===== src/rtl/alu_pkg.sv =====
package alu_pkg;

  typedef enum logic [1:0] {
    SEL_AND  = 2'd0,
    SEL_OR   = 2'd1,
    SEL_SUM  = 2'd2,
    SEL_LESS = 2'd3
  } slice_sel_e;

  localparam logic [2:0] CODE_AND = 3'b000;
  localparam logic [2:0] CODE_OR  = 3'b001;
  localparam logic [2:0] CODE_ADD = 3'b010;
  localparam logic [2:0] CODE_SUB = 3'b110;
  localparam logic [2:0] CODE_SLT = 3'b111;

  // {carry, sum} of a one-bit full adder
  function automatic logic [1:0] full_add(input logic x, input logic y, input logic c);
    full_add = {(x & y) | (x & c) | (y & c), x ^ y ^ c};
  endfunction

  function automatic logic code_is_valid(input logic [2:0] code);
    code_is_valid = (code == CODE_AND) || (code == CODE_OR) || (code == CODE_ADD) ||
                    (code == CODE_SUB) || (code == CODE_SLT);
  endfunction

  function automatic logic code_is_arith(input logic [2:0] code);
    code_is_arith = (code == CODE_ADD) || (code == CODE_SUB);
  endfunction

endpackage


===== src/rtl/alu_ctrl_decode.sv =====
module alu_ctrl_decode
  import alu_pkg::*;
(
  input  logic [2:0]  ctrl_i,
  output logic        binv_o,
  output slice_sel_e  sel_o,
  output logic        valid_o,
  output logic        arith_o
);
  always_comb begin
    binv_o  = ctrl_i[2];
    sel_o   = slice_sel_e'(ctrl_i[1:0]);
    valid_o = code_is_valid(ctrl_i);
    arith_o = code_is_arith(ctrl_i);
  end
endmodule


===== src/rtl/alu_bit_slice.sv =====
module alu_bit_slice
  import alu_pkg::*;
(
  input  logic       a_i,
  input  logic       b_i,
  input  logic       binv_i,
  input  logic       carry_i,
  input  logic       less_i,
  input  slice_sel_e sel_i,
  output logic       res_o,
  output logic       carry_o
);
  logic       b_eff;
  logic [1:0] add_w;

  always_comb begin
    b_eff = b_i ^ binv_i;
    add_w = full_add(a_i, b_eff, carry_i);
    carry_o = add_w[1];
    case (sel_i)
      SEL_AND:  res_o = a_i & b_i;
      SEL_OR:   res_o = a_i | b_i;
      SEL_SUM:  res_o = add_w[0];
      SEL_LESS: res_o = less_i;
      default:  res_o = 1'b0;
    endcase
  end
endmodule


===== src/rtl/alu_msb_flags.sv =====
module alu_msb_flags (
  input  logic a_msb_i,
  input  logic b_msb_i,
  input  logic binv_i,
  input  logic carry_in_i,
  input  logic carry_out_i,
  input  logic arith_i,
  output logic raw_ovf_o,
  output logic overflow_o,
  output logic set_o
);
  logic sum_msb;

  always_comb begin
    sum_msb    = a_msb_i ^ b_msb_i ^ binv_i ^ carry_in_i;
    raw_ovf_o  = carry_in_i ^ carry_out_i;
    overflow_o = raw_ovf_o & arith_i;
    // true sign of the difference, corrected when it overflowed
    set_o      = sum_msb ^ raw_ovf_o;
  end
endmodule


===== src/rtl/alu_zero_detect.sv =====
module alu_zero_detect #(
  parameter int WIDTH = 32
) (
  input  logic [WIDTH-1:0] vec_i,
  output logic             zero_o
);
  assign zero_o = ~(|vec_i);
endmodule


===== src/rtl/bitslice_alu.sv =====
module bitslice_alu
  import alu_pkg::*;
#(
  parameter int WIDTH = 32
) (
  input  logic [WIDTH-1:0] a_i,
  input  logic [WIDTH-1:0] b_i,
  input  logic [2:0]       ctrl_i,
  output logic [WIDTH-1:0] result_o,
  output logic             zero_o,
  output logic             overflow_o,
  output logic             carry_o
);
  localparam int MSB = WIDTH - 1;

  logic       binv_w;
  slice_sel_e sel_w;
  logic       valid_w;
  logic       arith_w;
  logic       set_w;
  logic       raw_ovf_w;

  logic [WIDTH:0]   carry_w;
  logic [WIDTH-1:0] slice_res_w;

  alu_ctrl_decode u_dec (
    .ctrl_i  (ctrl_i),
    .binv_o  (binv_w),
    .sel_o   (sel_w),
    .valid_o (valid_w),
    .arith_o (arith_w)
  );

  assign carry_w[0] = binv_w;

  for (genvar i = 0; i < WIDTH; i++) begin : g_slice
    logic less_w;
    if (i == 0) begin : g_lsb
      assign less_w = set_w;
    end else begin : g_upper
      assign less_w = 1'b0;
    end
    alu_bit_slice u_slice (
      .a_i     (a_i[i]),
      .b_i     (b_i[i]),
      .binv_i  (binv_w),
      .carry_i (carry_w[i]),
      .less_i  (less_w),
      .sel_i   (sel_w),
      .res_o   (slice_res_w[i]),
      .carry_o (carry_w[i+1])
    );
  end

  alu_msb_flags u_msb (
    .a_msb_i     (a_i[MSB]),
    .b_msb_i     (b_i[MSB]),
    .binv_i      (binv_w),
    .carry_in_i  (carry_w[MSB]),
    .carry_out_i (carry_w[WIDTH]),
    .arith_i     (arith_w),
    .raw_ovf_o   (raw_ovf_w),
    .overflow_o  (overflow_o),
    .set_o       (set_w)
  );

  assign result_o = slice_res_w & {WIDTH{valid_w}};
  assign carry_o  = carry_w[WIDTH];

  alu_zero_detect #(.WIDTH(WIDTH)) u_zero (
    .vec_i  (result_o),
    .zero_o (zero_o)
  );
endmodule


===== config.mk =====
export PLATFORM = sky130hd
export DESIGN_NAME = bitslice_alu
export DESIGN_NICKNAME = d
export VERILOG_FILES = /design/src/rtl/alu_pkg.sv /design/src/rtl/alu_ctrl_decode.sv /design/src/rtl/alu_bit_slice.sv /design/src/rtl/alu_msb_flags.sv /design/src/rtl/alu_zero_detect.sv /design/src/rtl/bitslice_alu.sv
export SDC_FILE = /design/constraint.sdc
export NUM_CORES = 1
export LEC_CHECK = 0
export BUFFER_PORTS_ARGS = -buffer_cell sky130_fd_sc_hd__buf_2
export CORE_ASPECT_RATIO = 1.1
export CORE_MARGIN = 3
export CORE_UTILIZATION = 43
export DETAILED_ROUTE_END_ITERATION = 10
export MAX_ROUTING_LAYER = met4
export PLACE_DENSITY = 0.89
export SYNTH_ARGS = -nofsm -noshare
export SYNTH_HDL_FRONTEND = slang
export SYNTH_SLANG_ARGS = --single-unit

===== constraint.sdc =====
create_clock -name vclk -period 11.52
set_input_delay 0 -clock vclk [all_inputs]
set_output_delay 0 -clock vclk [all_outputs]
set_load 0.01 [all_outputs]

# Word-level counts from Yosys, hierarchy flattened
# Index checks and enable logic that the tools add are counted.
# word_totals
ff_bits,0
input_bits,67
wordCells,375
# op_classes
eq_ne,7
n_mux,32
bitwise_logic,328
n_reduce_logical,8
# op_table
operator,count
1-bit bitwise AND,129
1-bit case mux with 4 select lines,32
1-bit XOR,101
1-bit OR,96
32-bit bitwise AND,1
32-bit OR reduction,1
3-bit == test (second input constant),2
1-bit logical OR,5
2-bit == test (second input constant),2
3-bit by 1-bit == test with 1-bit output (second input constant),1
3-bit by 2-bit == test with 1-bit output (second input constant),1
3-bit zero test,1
2-bit by 1-bit == test with 1-bit output (second input constant),1
2-bit zero test,1
1-bit inverter,1

# Depth between registers and ports, before layout
# logic_depth
ltp_word,103
ltp_mapped,39

# Cells and area by module
# From an unflattened synthesis, not the netlist that was laid out.
# unflattened
hier_cells,218
area_unflattened_um2,2418.6
# by_module_without_submodules
module,instances,cells_each,area_each_um2,seq_area_each_um2
alu_bit_slice,32,5,62.6,0.0
bitslice_alu,1,36,259.0,0.0
alu_zero_detect,1,11,72.6,0.0
alu_ctrl_decode,1,6,43.8,0.0
alu_msb_flags,1,5,41.3,0.0

# Least setup slack after synthesis
# OpenSTA, ideal clock, no wires.
# synth_timing
path_kind,input port to output port
start,input ctrl_i[2]
end,output zero_o
t_arrival_ns,12.948
required_time_ns,11.520
setup_slack_ns,-1.428
stages,39
n_path_buf,2
cell_sequence,buf_2 > buf_1 > xnor2_1 > fa_1 > fa_1 > inv_1 > fa_1 > fa_1 > fa_1 > fa_1 > fa_1 > fa_1 > fa_1 > fa_1 > fa_1 > fa_1 > fa_1 > fa_1 > (+3 left out) > fa_1 > fa_1 > fa_1 > fa_1 > fa_1 > fa_1 > fa_1 > fa_1 > fa_1 > fa_1 > fa_1 > fa_1 > fa_1 > xor2_1 > a211o_1 > nor3_1 > nand4_1 > a2111oi_2
# synth_rtl
element,line,text
start: declaration,bitslice_alu.sv:8,"input logic [2:0] ctrl_i,"
1-bit XOR,alu_bit_slice.sv:17,b_eff = b_i ^ binv_i;
1-bit bitwise AND,alu_pkg.sv:18,"full_add = {(x & y) | (x & c) | (y & c), x ^ y ^ c};"
1-bit OR (2 in a row),alu_pkg.sv:18,
1-bit bitwise AND,alu_pkg.sv:18,
1-bit OR (2 in a row),alu_pkg.sv:18,
1-bit bitwise AND,alu_pkg.sv:18,
1-bit OR (2 in a row),alu_pkg.sv:18,
1-bit bitwise AND,alu_pkg.sv:18,
(+80 left out),-,
1-bit bitwise AND,alu_pkg.sv:18,
1-bit OR (2 in a row),alu_pkg.sv:18,
1-bit XOR,alu_pkg.sv:18,
1-bit case mux with 4 select lines,alu_bit_slice.sv:20,case (sel_i)
32-bit bitwise AND *,bitslice_alu.sv:67,assign result_o = slice_res_w & {WIDTH{valid_w}};
named net result_o[31],bitslice_alu.sv:9,"output logic [WIDTH-1:0] result_o,"
32-bit OR reduction *,alu_zero_detect.sv:7,assign zero_o = ~(|vec_i);
1-bit inverter *,alu_zero_detect.sv:7,
end: declaration,bitslice_alu.sv:10,"output logic zero_o,"
# Mark *: on every way through the listed nets, which the timed path passes. The rest lies on a longest branch.

# Final worst setup path
# layout_timing
start,input b_i[0]
end,output zero_o
# layout_between
elab_chain_cells,103
# layout_lines
element,line,text
start: declaration,bitslice_alu.sv:7,"input logic [WIDTH-1:0] b_i,"
1-bit XOR,alu_bit_slice.sv:17,
1-bit bitwise AND,alu_pkg.sv:18,
1-bit OR (2 in a row),alu_pkg.sv:18,
1-bit bitwise AND,alu_pkg.sv:18,
1-bit OR (2 in a row),alu_pkg.sv:18,
1-bit bitwise AND,alu_pkg.sv:18,
1-bit OR (2 in a row),alu_pkg.sv:18,
1-bit bitwise AND,alu_pkg.sv:18,
(+83 left out),-,
1-bit bitwise AND,alu_pkg.sv:18,
1-bit OR (2 in a row),alu_pkg.sv:18,
1-bit XOR,alu_msb_flags.sv:16,raw_ovf_o = carry_in_i ^ carry_out_i;
1-bit XOR,alu_msb_flags.sv:19,set_o = sum_msb ^ raw_ovf_o;
1-bit case mux with 4 select lines,alu_bit_slice.sv:20,
32-bit bitwise AND *,bitslice_alu.sv:67,
32-bit OR reduction *,alu_zero_detect.sv:7,
1-bit inverter *,alu_zero_detect.sv:7,
# Every way passes the cells marked *; elsewhere a longest branch is shown, timed or not.

==> results.md <==
- Status: complete, but fails checks
- Failing checks: setup timing
- Die Area: 0.00507 sq mm
- Buffers & Inverters on Critical Path: 3
- Layout area overhead: 42.1%
- F_max: 83.8 MHz
- DR vias/cell: 5.44
- Syn_area_per_cell: 10.4 sq um
- DRC violations left: 0
- Power Density: 62.1 mW/mm^2
- Unique masters post-synth: 32
- Detailed placement HPWL: 4.52 mm
- Largest net degree at the start of global routing: 37
- Hold_buf cts: 0
- Worst vdd ir: 0.0332 mV
- Syn Inst Count: 176
- Total gr overflow: 0
- Setup slack at placement: -0.489 ns
- Relative slew slack: 0.496
- Warnings from Yosys: 0
- Post-Syn Nets: 276
- Crit. End Element: output pin
- Share of cells above drive strength 1: 0.613
- CP Launch Type: primary input
- Critical path class: in -> out
- Power Total: 161 uW
- Leak: 0.00120 uW
- Setup repair after global routing missed its margin: yes
- Final setup vio count: 2
- Final ANT Viol Nets: 0
- Critical Path AT: 11.94 ns
- Routed len/inst: 17.1 um
- # Max-Cap Violations: 0
- Die W: 68.1 um
- Number of flip-flops and latches: 0
- WP data required: 11.52 ns
- Slack of the critical path: -0.416 ns
- Placed cell count: 329
- Crit path max fanout: 2
- Initial Util: 0.454
- Measured slew at the worst slew-check pin: 0.756 ns
- Antenna cells: 0
- Register area share after synthesis: 0
- Synthesized area: 0.00183 sq mm
- Final WL: 5.67 mm
- Tot GR Track Use: 0.231
- Num rows: 24
- Crit share post-route: 1.04
- Post-layout util: 0.645
- Layout clock buffer count: 0
- Die Ht: 74.4 um
- Fillers: 333
- # IOs: 102
- Cell Count, Final, Fillers Out: 331
- Min Tclk post-route: 11.94 ns
- Starting DRT DRC Count: 135
- First-pass GRT wire length: 8.87 mm
- Slew Viols, Final: 0
- Port bufs: 102
- Nets: 381
- Core area: 0.00402 sq mm
- Hold Path Class: in -> out
- Slowest stage cell, crit path: fa_2
- Detailed Routing Iterations Pass 1: 4
- Top delay family on crit path: adder cells
- Final hold slack: 0.497 ns
- Number of global-route vias before repair: 1909
- Vias: 1801
- Initial antenna violation count: 0
- Final Hold Viols: 0
- Most used cell, CP: fa_2
- Register area: 0 sq um
- GP Congestion: 0.762
- Max incr delay on CP: 0.41 ns
## final timing paths
kind,depth (start not counted),endpoint,startpoint
worst max-delay path,39,zero_o,b_i[0]
worst min-delay path,5,result_o[1],a_i[1]
## kinds of logic after synthesis
family,count (synthesis),synth area share
AO/OA/AOI/OAI,36,0.171
XOR/XNOR,34,0.163
buffers and inverters,22,0.0610
adder cells (fa/ha/maj),64,0.527
multiplexers,1,0.00548
AND/OR/NAND/NOR,19,0.0719
## cell type report
type,instances,area (sq um),area share
multi-input combinational,154,1850,0.713
inverter,8,30.0,0.0116
tap,52,65.1,0.0251
timing repair buffer,117,649,0.250
## synthesized netlist by cell type (2+ instances only)
library cell	n	area, sq um
nand4_1	2	12.5
a22o_1	27	236
maj3_2	12	135
clkbuf_1	6	22.5
nand2b_1	2	12.5
a2bb2oi_1	2	17.5
ha_1	3	37.5
nor4b_1	2	17.5
buf_1	3	11.3
nor4_2	2	25.0
xor2_1	30	263
buf_6	2	22.5
nor4_1	4	25.0
inv_1	8	30.0
maj3_1	19	190
fa_1	30	601
buf_2	2	10.0
nand2_1	2	7.51
o21ai_0	2	10.0
xnor2_1	4	35.0
## cells in the final DEF (no fill, tap or decap), drive strengths merged, types with 3 or more instances in the layout
master / count
a22o: 27
buf: 117
fa: 30
ha: 3
inv: 8
maj3: 31
nor4: 6
xnor2: 4
xor2: 30
## power breakdown
| group | leakage, uW | internal, uW | switching (uW) |
|---|---|---|---|
| clock | 0 | 0 | 0 |
| sequential | 0 | 0 | 0 |
| combinational | 0.00120 | 79.7 | 81.6 |
## per-layer routing
metal	vias to the layer above	part of all wire	track usage	wire [um]
met1	887	0.38	0.276	2160
met5	-	0	-	0
met4	0	0.0056	0.0110	32
li1	845	-	-	-
met2	67	0.56	0.445	3150
met3	2	0.057	0.00604	325
## repair_timing
item,in CTS,in global routing
endpoints found under the setup margin,3,5
gates resized for setup,14,4
pin swaps,4,3
buffers inserted,5,0
## through the flow
step	TNS [ns]	area, sq um
5_1_grt	-1.23	2600
2_1_floorplan	-0.103	1930
6_report	-0.485	2600
4_1_cts	-0.827	2590
3_3_place_gp	-0.373	2520
3_5_place_dp	-0.714	2520
Power figures use the tool's default switching activity.
